$ cat src/rtl/cg_pkg.sv
package cg_pkg;
  localparam int unsigned WORD_W = 16;
  localparam int unsigned CNT_W  = 5;
  localparam int unsigned RING_W = 2;
  localparam logic [3:0]  GT_CALL16 = 4'h4;
  localparam logic [3:0]  GT_CALL32 = 4'hC;

  typedef logic [WORD_W-1:0] word_t;
  localparam word_t STEP = word_t'(2);

  typedef enum logic [2:0] {
    C_NONE   = 3'd0,
    C_TYPE   = 3'd1,
    C_ABSENT = 3'd2,
    C_DPL    = 3'd3,
    C_TARGET = 3'd4,
    C_INWARD = 3'd5
  } cause_t;

  function automatic word_t push_ptr(word_t sp);
    return sp - STEP;
  endfunction

  function automatic word_t tbl_sp_slot(logic [RING_W-1:0] ring);
    return STEP + (word_t'(ring) << 2);
  endfunction

  function automatic word_t tbl_ss_slot(logic [RING_W-1:0] ring);
    return tbl_sp_slot(ring) + STEP;
  endfunction

  // deepest remaining parameter: old SP + 2*(n-1)
  function automatic word_t param_slot(word_t sp, logic [CNT_W-1:0] n);
    return sp + ((word_t'(n) - word_t'(1)) << 1);
  endfunction

  function automatic word_t frame_slot(word_t sp, word_t skip, word_t words);
    return sp + skip + (words << 1);
  endfunction
endpackage

$ cat src/rtl/cg_gate_check.sv
module cg_gate_check
  import cg_pkg::*;
(
  input  logic [63:0]       gate,
  input  logic [RING_W-1:0] cpl,
  output cause_t            cause,
  output logic [RING_W-1:0] tgt_rpl,
  output logic              same_ring
);
  logic [3:0]        g_type;
  logic [RING_W-1:0] g_dpl;
  logic              g_present;
  logic              unused_gate_bits;

  assign g_type    = gate[43:40];
  assign g_dpl     = gate[46:45];
  assign g_present = gate[47];
  assign tgt_rpl   = gate[17:16];
  assign same_ring = (tgt_rpl == cpl);
  assign unused_gate_bits = ^{gate[63:48], gate[44], gate[39:37], gate[31:18], gate[15:0]};

  always_comb begin
    if (g_type != GT_CALL16 && g_type != GT_CALL32) cause = C_TYPE;
    else if (!g_present)                            cause = C_ABSENT;
    else if (cpl > g_dpl)                           cause = C_DPL;
    else if (tgt_rpl > cpl)                         cause = C_TARGET;
    else                                            cause = C_NONE;
  end
endmodule

$ cat src/rtl/cg_ret_check.sv
module cg_ret_check
  import cg_pkg::*;
(
  input  logic [RING_W-1:0] popped_rpl,
  input  logic [RING_W-1:0] cpl,
  output logic              inward,
  output logic              same_ring
);
  assign inward    = (popped_rpl < cpl);
  assign same_ring = (popped_rpl == cpl);
endmodule

$ cat src/rtl/cg_call_gate_seq.sv
module cg_call_gate_seq
  import cg_pkg::*;
(
  input  logic        clk,
  input  logic        rst_n,
  input  logic        call_req,
  input  logic        ret_req,
  input  logic [63:0] gate,
  input  logic [15:0] ret_imm,
  input  logic [15:0] cur_cs,
  input  logic [15:0] cur_ip,
  input  logic [15:0] cur_ss,
  input  logic [15:0] cur_sp,
  input  logic [15:0] tss_seg,
  output logic        mem_req,
  output logic        mem_we,
  output logic [15:0] mem_seg,
  output logic [15:0] mem_off,
  output logic [15:0] mem_wdata,
  input  logic [15:0] mem_rdata,
  output logic        busy,
  output logic        done,
  output logic        fault,
  output logic [2:0]  fault_cause,
  output logic [15:0] new_cs,
  output logic [15:0] new_ip,
  output logic [15:0] new_ss,
  output logic [15:0] new_sp
);
  typedef enum logic [4:0] {
    S_IDLE, S_CHK, S_RD_TSP, S_RD_TSS, S_CAP_TSS, S_PSH_SS, S_PSH_SP,
    S_RD_PAR, S_PSH_PAR, S_PSH_CS, S_PSH_IP,
    S_R_IP, S_R_CS, S_R_CHK, S_R_SP, S_R_SS, S_R_FIN
  } st_t;

  st_t              st;
  logic [63:0]      gate_q;
  word_t            cs_q, ip_q, ss_q, sp_q, imm_q, nss, nsp;
  logic [CNT_W-1:0] cnt_q;
  cause_t           cause_q, gc_cause;
  logic [RING_W-1:0] gc_tgt;
  logic             gc_same, rc_inward, rc_same;
  logic             ev_push;

  cg_gate_check u_gchk (
    .gate(gate_q), .cpl(cs_q[RING_W-1:0]),
    .cause(gc_cause), .tgt_rpl(gc_tgt), .same_ring(gc_same)
  );

  cg_ret_check u_rchk (
    .popped_rpl(mem_rdata[RING_W-1:0]), .cpl(cs_q[RING_W-1:0]),
    .inward(rc_inward), .same_ring(rc_same)
  );

  assign busy        = (st != S_IDLE);
  assign fault_cause = cause_q;
  assign ev_push     = mem_req & mem_we;

  always_comb begin
    mem_req   = 1'b0;
    mem_we    = 1'b0;
    mem_seg   = ss_q;
    mem_off   = sp_q;
    mem_wdata = ss_q;
    unique case (st)
      S_RD_TSP:  begin mem_req = 1'b1; mem_seg = tss_seg; mem_off = tbl_sp_slot(gc_tgt); end
      S_RD_TSS:  begin mem_req = 1'b1; mem_seg = tss_seg; mem_off = tbl_ss_slot(gc_tgt); end
      S_PSH_SS:  begin mem_req = 1'b1; mem_we = 1'b1; mem_seg = nss; mem_off = push_ptr(nsp); mem_wdata = ss_q; end
      S_PSH_SP:  begin mem_req = 1'b1; mem_we = 1'b1; mem_seg = nss; mem_off = push_ptr(nsp); mem_wdata = sp_q; end
      S_RD_PAR:  begin mem_req = 1'b1; mem_off = param_slot(sp_q, cnt_q); end
      S_PSH_PAR: begin mem_req = 1'b1; mem_we = 1'b1; mem_seg = nss; mem_off = push_ptr(nsp); mem_wdata = mem_rdata; end
      S_PSH_CS:  begin mem_req = 1'b1; mem_we = 1'b1; mem_seg = nss; mem_off = push_ptr(nsp); mem_wdata = cs_q; end
      S_PSH_IP:  begin mem_req = 1'b1; mem_we = 1'b1; mem_seg = nss; mem_off = push_ptr(nsp); mem_wdata = ip_q; end
      S_R_IP:    begin mem_req = 1'b1; mem_off = frame_slot(sp_q, '0, word_t'(0)); end
      S_R_CS:    begin mem_req = 1'b1; mem_off = frame_slot(sp_q, '0, word_t'(1)); end
      S_R_SP:    begin mem_req = 1'b1; mem_off = frame_slot(sp_q, imm_q, word_t'(2)); end
      S_R_SS:    begin mem_req = 1'b1; mem_off = frame_slot(sp_q, imm_q, word_t'(3)); end
      default:   ;
    endcase
  end

  always_ff @(posedge clk) begin
    if (!rst_n) begin
      st <= S_IDLE; gate_q <= '0; cs_q <= '0; ip_q <= '0; ss_q <= '0; sp_q <= '0;
      imm_q <= '0; nss <= '0; nsp <= '0; cnt_q <= '0; cause_q <= C_NONE;
      done <= 1'b0; fault <= 1'b0;
      new_cs <= '0; new_ip <= '0; new_ss <= '0; new_sp <= '0;
    end else begin
      done  <= 1'b0;
      fault <= 1'b0;
      unique case (st)
        S_IDLE: begin
          cause_q <= C_NONE;
          if (call_req) begin
            gate_q <= gate; cs_q <= cur_cs; ip_q <= cur_ip; ss_q <= cur_ss; sp_q <= cur_sp;
            st <= S_CHK;
          end else if (ret_req) begin
            cs_q <= cur_cs; ss_q <= cur_ss; sp_q <= cur_sp; imm_q <= ret_imm;
            st <= S_R_IP;
          end
        end
        S_CHK: begin
          cnt_q <= gate_q[36:32];
          if (gc_cause != C_NONE) begin
            fault <= 1'b1; cause_q <= gc_cause; st <= S_IDLE;
          end else if (gc_same) begin
            nss <= ss_q; nsp <= sp_q; st <= S_PSH_CS;
          end else begin
            st <= S_RD_TSP;
          end
        end
        S_RD_TSP:  st <= S_RD_TSS;
        S_RD_TSS:  begin nsp <= mem_rdata; st <= S_CAP_TSS; end
        S_CAP_TSS: begin nss <= mem_rdata; st <= S_PSH_SS; end
        S_PSH_SS:  begin nsp <= push_ptr(nsp); st <= S_PSH_SP; end
        S_PSH_SP: begin
          nsp <= push_ptr(nsp);
          st  <= (cnt_q != '0) ? S_RD_PAR : S_PSH_CS;
        end
        S_RD_PAR:  st <= S_PSH_PAR;
        S_PSH_PAR: begin
          nsp   <= push_ptr(nsp);
          cnt_q <= cnt_q - CNT_W'(1);
          st    <= (cnt_q == CNT_W'(1)) ? S_PSH_CS : S_RD_PAR;
        end
        S_PSH_CS:  begin nsp <= push_ptr(nsp); st <= S_PSH_IP; end
        S_PSH_IP: begin
          done <= 1'b1;
          new_cs <= gate_q[31:16]; new_ip <= gate_q[15:0];
          new_ss <= nss;           new_sp <= push_ptr(nsp);
          st <= S_IDLE;
        end
        S_R_IP: st <= S_R_CS;
        S_R_CS: begin ip_q <= mem_rdata; st <= S_R_CHK; end
        S_R_CHK: begin
          if (rc_inward) begin
            fault <= 1'b1; cause_q <= C_INWARD; st <= S_IDLE;
          end else if (rc_same) begin
            done <= 1'b1;
            new_cs <= mem_rdata; new_ip <= ip_q; new_ss <= ss_q;
            new_sp <= frame_slot(sp_q, imm_q, word_t'(2));
            st <= S_IDLE;
          end else begin
            cs_q <= mem_rdata; st <= S_R_SP;
          end
        end
        S_R_SP: st <= S_R_SS;
        S_R_SS: begin nsp <= mem_rdata; st <= S_R_FIN; end
        S_R_FIN: begin
          done <= 1'b1;
          new_cs <= cs_q; new_ip <= ip_q; new_ss <= mem_rdata; new_sp <= nsp;
          st <= S_IDLE;
        end
        default: st <= S_IDLE;
      endcase
    end
  end
endmodule

$ cat config.mk
export PLATFORM = sky130hd
export DESIGN_NAME = cg_call_gate_seq
export DESIGN_NICKNAME = d
export VERILOG_FILES = /design/src/rtl/cg_pkg.sv /design/src/rtl/cg_gate_check.sv /design/src/rtl/cg_ret_check.sv /design/src/rtl/cg_call_gate_seq.sv
export SDC_FILE = /design/constraint.sdc
export NUM_CORES = 1
export LEC_CHECK = 0
export BUFFER_PORTS_ARGS = -buffer_cell sky130_fd_sc_hd__buf_4
export CORE_ASPECT_RATIO = 1.75
export CORE_MARGIN = 4
export CORE_UTILIZATION = 47
export CTS_CLUSTER_DIAMETER = 150
export DETAILED_ROUTE_END_ITERATION = 7
export PLACE_DENSITY = 0.82
export SLEW_MARGIN = 30
export SYNTH_ARGS = -nofsm -noshare
export SYNTH_HDL_FRONTEND = slang
export SYNTH_SLANG_ARGS = --single-unit
$ cat constraint.sdc
create_clock -name clk -period 6.2 [get_ports clk]
set_input_delay 0.31 -clock clk [delete_from_list [all_inputs] [get_ports clk]]
set_output_delay 0.31 -clock clk [all_outputs]
set_load 0.01 [all_outputs]
Word level (Yosys, flattened, before mapping)
Cells that the tools add are included.
- $add $sub $neg: 10
- $lt $le $gt $ge: 3
- eq/ne operators: 30
- mux-type cells: 57
- bitwise gates (word level): 1
- reduce and logical (&&, ||, !) cells: 28
- operator list (kind ; number):
    $mux W16 ; 21
    $pmux W16 S3 ; 5
    $pmux W16 S2 ; 4
    $pmux W16 S7 ; 1
    $pmux W5 S15 ; 1
    $pmux W16 S4 ; 1
    $eq A5 B4 Y1 const B ; 8
    $add A16 B16 Y16 ; 2
    $add A16 B3 Y16 const B ; 2
    $mux W4 ; 6
    $eq A5 B3 Y1 const B ; 4
    $mux W3 ; 6
    $add A16 B2 Y16 const B ; 1
    $ne A2 B2 Y1 const B ; 8
    $sub A16 B2 Y16 const B ; 1
    $reduce_and A3 Y1 ; 5
    $reduce_bool A3 Y1 ; 4
    $reduce_or A12 Y1 ; 1
    $eq A5 B1 Y1 const B ; 2
    $eq A5 B2 Y1 const B ; 2
    $mux W5 ; 2
    $pmux W5 S2 ; 1
    $reduce_bool A2 Y1 ; 5
    $reduce_bool A5 Y1 ; 2
    other kinds (22) ; 34
- flip-flop bits (word level): 239
- input port bits: 180
- logic and storage cells: 146

Depth between registers and ports, before layout
Gate-level depths: netlist of run 1.
- depth after elaboration: 8
- depth in mapped cells: 19
- mapped depth without buffers: 16

Cells and area by module
A second synthesis of run 1 with hierarchy kept.
- cell total of the unflattened synthesis: 1937
- area total of the unflattened synthesis: 14566.5 sq um
- by module, submodules not included (module ; times used ; cells each ; area each (sq um) ; seq. area each (sq um)):
    cg_call_gate_seq ; 1 ; 1909 ; 14358.8 ; 5104.9
    cg_gate_check ; 1 ; 21 ; 156.4 ; 0.0
    cg_ret_check ; 1 ; 7 ; 51.3 ; 0.0

Least setup slack after synthesis of run 1
No wires, ideal clock.
- path kind: register to output
- start: register st[2]
- end: output mem_off[15]
- arrival time: 3.518 ns
- slack: 2.372 ns
- stages on the path, launching flop included: 20
- cells stage by stage: dfxtp_1 buf_2 nor2b_1 and2_1 clkbuf_1 nand2_1 clkbuf_1 nand2_1 ha_1 inv_1 fa_1 nor2b_1 o31a_1 o211ai_1 nand2_1 a221oi_1 o21ai_0 a31oi_1 mux2i_1 a31oi_1
- longest elaborated chain between the ends: 3
- elaborated cells between the ends (all ways): 13
- those cells by class: 11 x eq/ne; 1 x mux; 1 x reduce/logical
- RTL lines (element ; RTL line ; source):
    start, declared ; cg_call_gate_seq.sv:36 ; st_t st;
    start signal, assigned ; cg_call_gate_seq.sv:118 ; st <= (cnt_q != '0) ? S_RD_PAR : S_PSH_CS;
    start signal, assigned ; cg_call_gate_seq.sv:124 ; st <= (cnt_q == CNT_W'(1)) ? S_PSH_CS : S_RD_PAR;
    $eq A5 B4 Y1 or $eq A5 B3 Y1 (tied branches) ; cg_call_gate_seq.sv:65 ; unique case (st)
    $reduce_or A5 Y1 (no source line) ; -- ;
    $pmux W16 S7 * ; cg_call_gate_seq.sv:65 ;
    end, declared ; cg_call_gate_seq.sv:18 ; output logic [15:0] mem_off,
Mark *: on every way between the ends. The rest lies on a longest branch, timed or not.

Worst setup path after layout of run 1
- start: register st[4]
- end: output mem_off[15]
The elaborated chain is that of the path after synthesis.

==> results.sh, run 1 <==
export IMPL_async_reset_ff_share_pct=0
export IMPL_gp_congestion=0.9746
export IMPL_clock_latency_ps=530
export IMPL_maxCapViolCount=0
export IMPL_end_kind="output pin"
export IMPL_slew_headroom_pct=35.13
export IMPL_ys_seq_elements=234
export IMPL_drc=0
export IMPL_cts_buffer_depth=3
export IMPL_p_int_mw=4.247
export IMPL_worstPathRequired_ps=5890
export IMPL_numCtsBuffers=22
export IMPL_fin_crit_sh_pct=87.33
export IMPL_crit_chain="nor2b_1 -> and2_1 -> nand2_1 -> nand3_1 -> inv_1 -> ha_1 -> a21oi_1 -> nand2_1 -> a221oi_1 -> o21ai_0 -> a31oi_1 -> mux2i_1 -> a31oi_1 -> buf_4"
export IMPL_skew_ps=15.36
export IMPL_path_max_fanout=22
export IMPL_fin_hold_ws_ps=23.02
export IMPL_min_to="ss_q[10]"
export IMPL_hpwl_um=39130
export IMPL_synth_cell_area_sq_um=13350
export IMPL_ant_nets=0
export IMPL_routed_wl_um=53740
export IMPL_grt_first_pass_wirelength_um=80650
export IMPL_cts_hold_fix_buffers=0
export IMPL_post_cts_buffers=0
export IMPL_grtUsageTotal_pct=32.87
export IMPL_synth_warnings=0
export IMPL_hold_class="input port to flop"
export IMPL_critPathMaxStageDelay_ps=720
export IMPL_port_buffers=278
export IMPL_fillers=2597
export IMPL_swShare_pct=46.87
export IMPL_syn_area_per_cell_sq_um=7.406
export IMPL_tritoncts="built"
export IMPL_synth_enable_flop_cells=0
export IMPL_initial_core_util_pct=47.71
export IMPL_min_path_cells=3
export IMPL_post_synth_top_count_cell="nand2_1"
export IMPL_clk_pin_slew_worst_paths_ps=70
export IMPL_min_period_ps=5415
export IMPL_grt_max_degree=181
export IMPL_routedWlPerCell_um=22.54
export IMPL_finish_utilization_pct=58.57
export IMPL_synth_seq_area_share_pct=35.10
export IMPL_worstPathArrival_ps=5100
export IMPL_htreeDepth=1
export IMPL_rr_startpoint="sp_q[5]"
export IMPL_hold_start="cur_ss[10]"
export IMPL_timing_fmax_ghz=0.1847
export IMPL_setup_viol=0
export IMPL_drive_gt1_share_pct=18.32
export IMPL_tns_ps=0
export IMPL_p_sw_mw=3.747
export IMPL_yosysTopAreaCellShare_pct=35.10
export IMPL_gr_total_overflow=0
export IMPL_die_width_um=135.4
export IMPL_reg2reg_setup_slack_ps=2220
export IMPL_die_area_sq_um=31260
export IMPL_seqPwrFrac_pct=28.8
export IMPL_worst_slew_pin_slew_ps=973.1
export IMPL_synth_area_leaders="dfxtp_1, nand2_1, a21oi_1"
export IMPL_yosysUniqueCellTypes=65
export IMPL_rr_endpoint="new_sp[14]"
export IMPL_first_pass_iters=8
export IMPL_drtIter0Drc=1551
export IMPL_synth_nets=2026
export IMPL_comb_power_share_pct=53.9
export IMPL_grt_pass1_vias=14180
export IMPL_synthFlopType="dfxtp_1"
export IMPL_cts_resized=0
export IMPL_power_density_nw_per_um2=488.0
export IMPL_ioPinCount=300
export IMPL_p_total_mw=7.994
export IMPL_ir_drop_uv=313.8
export IMPL_p_leak_nw=6.543
export IMPL_area_delta_synth_final_pct=22.76
export IMPL_root_buffer="clkbuf_16"
export IMPL_power_clock_fraction_pct=17.3
export IMPL_rr_worst_depth=10
export IMPL_fin_nets=2219
export IMPL_hold_violations=0
export IMPL_criticalPathCategory="flop to output pin"
export IMPL_yosysTopAreaCell="dfxtp_1"
export IMPL_clock_sinks=234
export IMPL_syn_instance_count=1802
export IMPL_rsz0062_at_grt="no"
export IMPL_routed_via_density=6.237
export IMPL_grt_antenna_before_repair=2
export IMPL_slowest_stage="and2_1"
export IMPL_die_y_um=230.9
export IMPL_start_kind="flop"
export IMPL_final_max_slew_violation_count=0
export IMPL_status="complete, no violations"
export IMPL_rows=81
export IMPL_vias=14870
export IMPL_core_area_sq_um=27970
export IMPL_yosys_top_cells_count="nand2_1, dfxtp_1, nor2_1, a21oi_1, clkbuf_1"
critical path, delay by kind of cell, from the launching register on:
family / cells / cell delay (ps)
AOI/OAI and AO/OA: 5 / 1300
muxes: 1 / 220
and+or+nand+nor: 5 / 1710
DFF: 1 / 540
adders and majority gates: 1 / 410
buffers and inverters: 2 / 410
routing by layer:
layer | up-vias | wire length (um) | track usage, %
met3 | 226 | 4703 | 5.430
li1 | 6856 | - | -
met2 | 870 | 26400 | 56.25
met4 | 0 | 4468 | 23.58
met1 | 6917 | 18170 | 36.33
met5 | - | 0 | 0
cells by family (layout without fill, tap and decap cells):
logic type | after synthesis | after routing | share of synthesized area, %
simple gates | 769 | 769 | 24.40
compound gates | 527 | 527 | 27.07
mux | 4 | 4 | 0.3188
xor+xnor | 64 | 64 | 4.313
flops | 234 | 234 | 35.10
fa+ha+maj | 44 | 44 | 4.238
buf+inv | 160 | 367 | 4.557
other cells | 0 | 2 | 0
stage by stage:
step | setup WS (ps) | instances | cell area [sq um]
finish | 785.4 | 2384 | 16380
global route | 575.8 | 2384 | 16380
CTS | 957.7 | 2382 | 16380
detailed placement | 1538 | 2344 | 15670
global placement | 1568 | 2343 | 15640
floorplan | 2372 | 1802 | 13350
worst max path at each step:
stage	start	end	slack [ps]	depth (start not counted)
floorplan	st[2]	mem_off[15]	2370	19
global placement	st[4]	mem_off[15]	1570	14
detailed placement	st[4]	mem_off[14]	1540	15
CTS	st[4]	mem_off[14]	960	15
global route	st[2]	mem_off[15]	580	14
finish	st[4]	mem_off[15]	790	14
cells in the final DEF, fill, tap and decap left out, drive strengths merged, types with 3 or more instances in the layout:
cell type,n
a211oi,40
a21o,11
a21oi,153
a221o,3
a221oi,39
a222oi,9
a22oi,93
a311oi,72
a31oi,16
a32oi,4
and2,8
and3,22
buf,303
clkbuf,32
dfxtp,234
ha,42
inv,28
nand2,426
nand2b,8
nand3,31
nand3b,5
nand4,4
nor2,202
nor2b,6
nor3,30
nor4,8
nor4b,5
o211ai,10
o21a,4
o21ai,53
o22ai,6
or2,4
or3,4
xnor2,33
xor2,31
state kept, by name, indices dropped and copies added, names as in the netlist, 16 cells and up:
| name | flops |
|---|---|
| ip_q | 16 |
| nss | 16 |
| new_cs | 16 |
| cs_q | 16 |
| ss_q | 16 |
| sp_q | 16 |
| nsp | 16 |
| gate_q | 43 |
| new_ss | 16 |
| imm_q | 16 |
| new_ip | 16 |
| new_sp | 16 |
final cells by class:
| class | instances | area [sq um] | share of cell area (%) |
|---|---|---|---|
| multi-input cells | 1408 | 8120 | 49.56 |
| flip-flops and latches | 234 | 4684 | 28.59 |
| repair buffers | 303 | 2300 | 14.04 |
| clock buffers | 32 | 639.4 | 3.903 |
| well taps | 373 | 466.7 | 2.849 |
| inverters | 26 | 102.6 | 0.6262 |
| clock inverters | 6 | 65.06 | 0.3971 |
| diodes | 2 | 5.005 | 0.03055 |
power by group through the flow:
| stage | Clock (mW) | Combinational, mW | Sequential (mW) |
|---|---|---|---|
| 5_1_grt | 1.44 | 4.71 | 2.33 |
| 2_1_floorplan | 0 | 2.89 | 2.10 |
| 3_3_place_gp | 0 | 4.16 | 2.30 |
| 6_report | 1.38 | 4.31 | 2.30 |
| 3_5_place_dp | 0 | 4.23 | 2.31 |
| 4_1_cts | 1.38 | 4.26 | 2.28 |
No activity file was read; power rests on OpenSTA's default activity.
==> inputs of run 2 (changes only) <==
- CORE_UTILIZATION: 47 -> 38
- CTS_CLUSTER_DIAMETER: 150 -> 40
- PLACE_DENSITY: 0.82 -> 0.7
- SYNTH_HIERARCHICAL: default -> 1
==> run 2 against run 1 <==
  * Cell area grew 11%
  * First-iteration DRC count shrank 23%
  * Final cell count grew 9.8%
  * Hold slack lost 5.5 ps
  * Synthesized cell count grew 2.7%
  * Core utilization shrank 8.1 points
  * Largest power group unchanged
==> results.sh, run 2 <==
export IMPL_cts_buffer_depth=3
export IMPL_synth_warnings=6
export IMPL_grt_met1_usage_pct=30.78
export IMPL_min_to="gate_q[25]"
export IMPL_htreeDepth=1
export IMPL_pre_cts_ws_ps=1329
export IMPL_setup_ws_ps=706.6
export IMPL_synth_cell_area_sq_um=13870
export IMPL_worstPathArrival_ps=5180
export IMPL_die_y_um=260.7
export IMPL_critPathLaunch="st[4]"
export IMPL_grt_first_pass_wirelength_um=87830
export IMPL_first_pass_iters=8
export IMPL_syn_instance_count=1850
export IMPL_largest_register_ffs=43
export IMPL_criticalPathCategory="flop to output pin"
export IMPL_rsz0062_at_grt="no"
export IMPL_p_total_mw=9.240
export IMPL_grt_antenna_before_repair=1
export IMPL_worstPathRequired_ps=5890
export IMPL_gp_congestion=0.9543
export IMPL_rr_worst_depth=12
export IMPL_critPathMaxStageDelay_ps=550
export IMPL_tritoncts="built"
export IMPL_die_width_um=152.4
export IMPL_routed_wl_um=59260
export IMPL_area_delta_synth_final_pct=31.03
export IMPL_hold_violations=0
export IMPL_initial_core_util_pct=38.49
export IMPL_path_max_fanout=22
export IMPL_ant_nets=0
export IMPL_rows=92
export IMPL_diodes=0
export IMPL_root_buffer="clkbuf_16"
export IMPL_clock_latency_ps=600
export IMPL_vias=15510
export IMPL_drtIter0Drc=1191
export IMPL_grt_busiest_layer="met2"
export IMPL_hold_start="gate[25]"
export IMPL_hold_class="input port to flop"
export IMPL_finish_utilization_pct=50.44
export IMPL_worst_slew_pin_slew_ps=963.2
export IMPL_die_area_sq_um=39740
export IMPL_slew_headroom_pct=35.55
export IMPL_grt_met2_usage_pct=50.74
export IMPL_fin_crit_sh_pct=88.60
export IMPL_clk_pin_slew_worst_paths_ps=60
export IMPL_crit_chain="nand2b_1 -> or2_2 -> nor3_1 -> nor2_1 -> ha_1 -> a21o_1 -> a21o_1 -> a2111oi_0 -> nor3_1 -> a41o_1 -> o41ai_2 -> o21ai_0 -> xor2_1 -> a22oi_1 -> a21oi_1 -> buf_4"
export IMPL_hpwl_um=43360
export IMPL_clock_sinks=234
export IMPL_tns_ps=0
export IMPL_rr_startpoint="sp_q[0]"
export IMPL_min_path_cells=3
export IMPL_setup_viol=0
export IMPL_largest_register="gate_q"
export IMPL_timing_fmax_ghz=0.1820
export IMPL_fillers=3534
export IMPL_ir_drop_uv=276.3
export IMPL_core_area_sq_um=36030
export IMPL_reg2reg_setup_slack_ps=2310
export IMPL_routedWlPerCell_um=22.65
export IMPL_numCtsBuffers=30
export IMPL_port_buffers=278
export IMPL_final_common_cell="nand2_1"
export IMPL_cts_resized=0
export IMPL_min_period_ps=5493
export IMPL_p_leak_nw=7.683
export IMPL_grt_max_degree=72
export IMPL_slowest_stage="dfxtp_1"
export IMPL_syn_area_per_cell_sq_um=7.497
export IMPL_drc=0
export IMPL_grtUsageTotal_pct=28.05
export IMPL_skew_ps=40.92
export IMPL_start_kind="flop"
export IMPL_routed_via_density=5.926
export IMPL_grt_pass1_vias=14840
export IMPL_power_density_nw_per_um2=508.4
export IMPL_fin_nets=2349
export IMPL_maxCapViolCount=0
export IMPL_gr_total_overflow=0
export IMPL_rr_endpoint="new_sp[12]"
export IMPL_status="complete, no violations"
export IMPL_end_kind="output pin"
export IMPL_synth_nets=2074
export IMPL_use_met3_pct=3.700
export IMPL_drive_gt1_share_pct=18.44
export IMPL_ioPinCount=300
export IMPL_final_max_slew_violation_count=0
export IMPL_layout_common_cells="nand2_1, buf_4, dfxtp_1"
## run 2: repair_timing
action                                 CTS  global route
hold buffers                            85             0
endpoints found under the hold margin   85             0
buffers inserted                         0             0
## run 2: metrics by stage
step | instances | hold slack, ps | instance area [sq um]
detailed placement | 2478 | 452.2 | 16240
finish | 2617 | 17.55 | 18170
global route | 2617 | 13.46 | 18170
floorplan | 1850 | 430.6 | 13870
global placement | 2478 | 437.7 | 16230
CTS | 2617 | 15.20 | 18170
## run 2: final cells by class
| cell class | count | area [sq um] | area share, % |
|---|---|---|---|
| multi-input cells | 1441 | 8561 | 47.10 |
| flip-flops and latches | 234 | 4684 | 25.78 |
| repair buffers | 393 | 3163 | 17.40 |
| clock buffers | 34 | 795.8 | 4.379 |
| well taps | 470 | 588.1 | 3.236 |
| clock inverters | 20 | 287.8 | 1.583 |
| inverters | 25 | 93.84 | 0.5164 |
## run 2: how the worst max path moves through the flow
stage                   to  cells after the start
2_1_floorplan  mem_off[15]                     18
3_3_place_gp   mem_off[14]                     16
3_5_place_dp   mem_off[12]                     16
4_1_cts        mem_off[12]                     16
5_1_grt        mem_off[12]                     16
6_report       mem_off[14]                     16
## run 2: worst max-delay path: cells and delay by family (launching register included)
kind	cells	cell delay, ps
AO/OA/AOI/OAI	8	2090
AND/OR/NAND/NOR	5	1320
flip-flops	1	550
adder cells (fa/ha/maj)	1	290
buffers and inverters	1	180
XOR/XNOR	1	160
## run 2: where the power goes
part           internal (mW)  switching, mW  total [mW]
clock                   1.11          0.773        1.89
combinational           1.91           3.01        4.92
sequential              1.88          0.552        2.43
total                   4.91           4.33        9.24
## run 2: metal layers
| layer | up-vias | share of wire, % |
|---|---|---|
| met5 | - | 0 |
| met4 | 0 | 7.5 |
| met3 | 201 | 7.0 |
| met2 | 780 | 50 |
| met1 | 7342 | 35 |
| li1 | 7185 | - |
==> inputs of run 3 (changes only) <==
- CORE_MARGIN: 4 -> 2
==> run 3 against run 2 <==
  * Via count down 1.9%
  * Power down 1.7%
  * Critical path depth unchanged
  * Global-route usage up 1.8 points
  * Non-clock buffer count down 11
  * Die area down 4.1%
  * Worst setup slack worse by 86 ps
  * Clock power down 9.5%
  * Core utilization down 0.65 points
  * First-iteration DRC count up 6.7%
  * Critical path type unchanged
  * Critical endpoint unchanged
  * Highest routed layer unchanged
==> results.sh, run 3 (synthesized netlist as in run 2, its figures left out) <==
export IMPL_ioPinCount=300
export IMPL_clock_sinks=234
export IMPL_port_buffers=278
export IMPL_maxCapViolCount=0
export IMPL_skew_ps=31.62
export IMPL_end_kind="output pin"
export IMPL_pre_cts_ws_ps=1309
export IMPL_routed_via_density=5.845
export IMPL_placed_cells=2479
export IMPL_diodes=0
export IMPL_first_pass_iters=7
export IMPL_numCtsBuffers=28
export IMPL_die_width_um=148.4
export IMPL_routedWlPerCell_um=22.59
export IMPL_power_density_nw_per_um2=506.2
export IMPL_hold_violations=0
export IMPL_drive_gt1_share_pct=18.38
export IMPL_p_total_mw=9.081
export IMPL_placed_cell_area_sq_um=16240
export IMPL_fin_nets=2336
export IMPL_root_buffer="clkbuf_16"
export IMPL_rows=92
export IMPL_largest_register="gate_q"
export IMPL_path_max_fanout=18
export IMPL_grt_first_pass_wirelength_um=88170
export IMPL_hpwl_um=43350
export IMPL_drc=0
export IMPL_htreeDepth=1
export IMPL_min_period_ps=5580
export IMPL_gr_total_overflow=0
export IMPL_p_leak_nw=7.585
export IMPL_finish_utilization_pct=49.80
export IMPL_die_y_um=256.7
export IMPL_routed_wl_um=58800
export IMPL_cts_resized=0
export IMPL_drtIter0Drc=1271
export IMPL_rsz0062_at_grt="no"
export IMPL_worstPathArrival_ps=5270
export IMPL_start_kind="flop"
export IMPL_worstPathRequired_ps=5890
export IMPL_gp_congestion=0.9772
export IMPL_grt_max_degree=72
export IMPL_final_common_cell="nand2_1"
export IMPL_layoutNonFillerInstCount=2603
export IMPL_status="complete, no violations"
export IMPL_fin_area_sq_um=17940
export IMPL_clock_latency_ps=590
export IMPL_largest_register_ffs=43
export IMPL_core_area_sq_um=36030
export IMPL_fin_crit_sh_pct=90.00
export IMPL_cts_buffer_depth=3
export IMPL_fin_hold_ws_ps=11.96
export IMPL_tns_ps=0
export IMPL_timing_fmax_ghz=0.1792
export IMPL_die_area_sq_um=38100
export IMPL_slew_headroom_pct=34.22
export IMPL_grt_antenna_before_repair=0
export IMPL_area_delta_synth_final_pct=29.36
export IMPL_initial_core_util_pct=38.49
export IMPL_grtUsageTotal_pct=29.89
export IMPL_hold_class="input port to flop"
export IMPL_criticalPathCategory="flop to output pin"
export IMPL_setup_ws_ps=620.2
export IMPL_vias=15210
export IMPL_setup_viol=0
export IMPL_final_max_slew_violation_count=0
export IMPL_clk_pin_slew_worst_paths_ps=60
export IMPL_tritoncts="built"
export IMPL_ant_nets=0
export IMPL_layout_common_cells="nand2_1, buf_4, dfxtp_1"
export IMPL_grt_pass1_vias=15160
export IMPL_ir_drop_uv=286.0
export IMPL_worst_slew_pin_slew_ps=983.1
[run 3: changes by cell type in the layout (fill, tap and decap cells not counted), moves of 2 or more]
cell / change
clkbuf_1: +2
nor2_2: +2
clkbuf_8: +4
bufinv_16: -3
nor2_4: -2
dlygate4sd3_1: -12
clkbuf_16: -2
[run 3: worst paths after layout]
kind | from | end | slack [ps] | cells past startpoint
max reg2reg | sp_q[0] | new_sp[12] | 2160 | 12
min | gate[22] | gate_q[22] | 10 | 3
min reg2reg | imm_q[9] | imm_q[9] | 460 | 2
max | st[3] | mem_off[14] | 620 | 16
[run 3: metal layers]
metal,GRT usage [%],part of all wire [%]
met5,0,0
met3,3.772,6.6
met1,33.04,36
met2,52.97,50
met4,19.71,7.9
[run 3: layout make-up]
type                    instances  area [sq um]
fillers                      3543         18090
well taps                     470         588.1
inverters                      25         93.84
multi-input cells            1441          8551
flip-flops and latches        234          4684
repair buffers                382          3050
clock buffers                  38         808.3
clock inverters                13         165.2
[run 3: worst max-delay path, stage by stage (launching register included)]
cell	delay, ps
dfxtp_1	760
inv_1	300
or2_2	400
nor3_1	270
nor2_1	130
ha_1	280
a21o_1	170
a21o_1	210
a2111oi_0	500
nor3_1	160
a41o_1	300
o41ai_2	280
o21ai_0	180
xor2_1	160
a22oi_1	100
a21oi_1	320
buf_4	180
[run 3: timing repair]
item,in CTS,in global routing
hold endpoints to repair,73,0
hold buffers,73,0
setup buffers,0,0
[run 3: power breakdown]
group	leakage (nW)	switching, mW	total (mW)	internal, mW
logic	5.21	3.01	4.92	1.91
clock network	0.466	0.729	1.71	0.977
registers	1.91	0.571	2.45	1.88
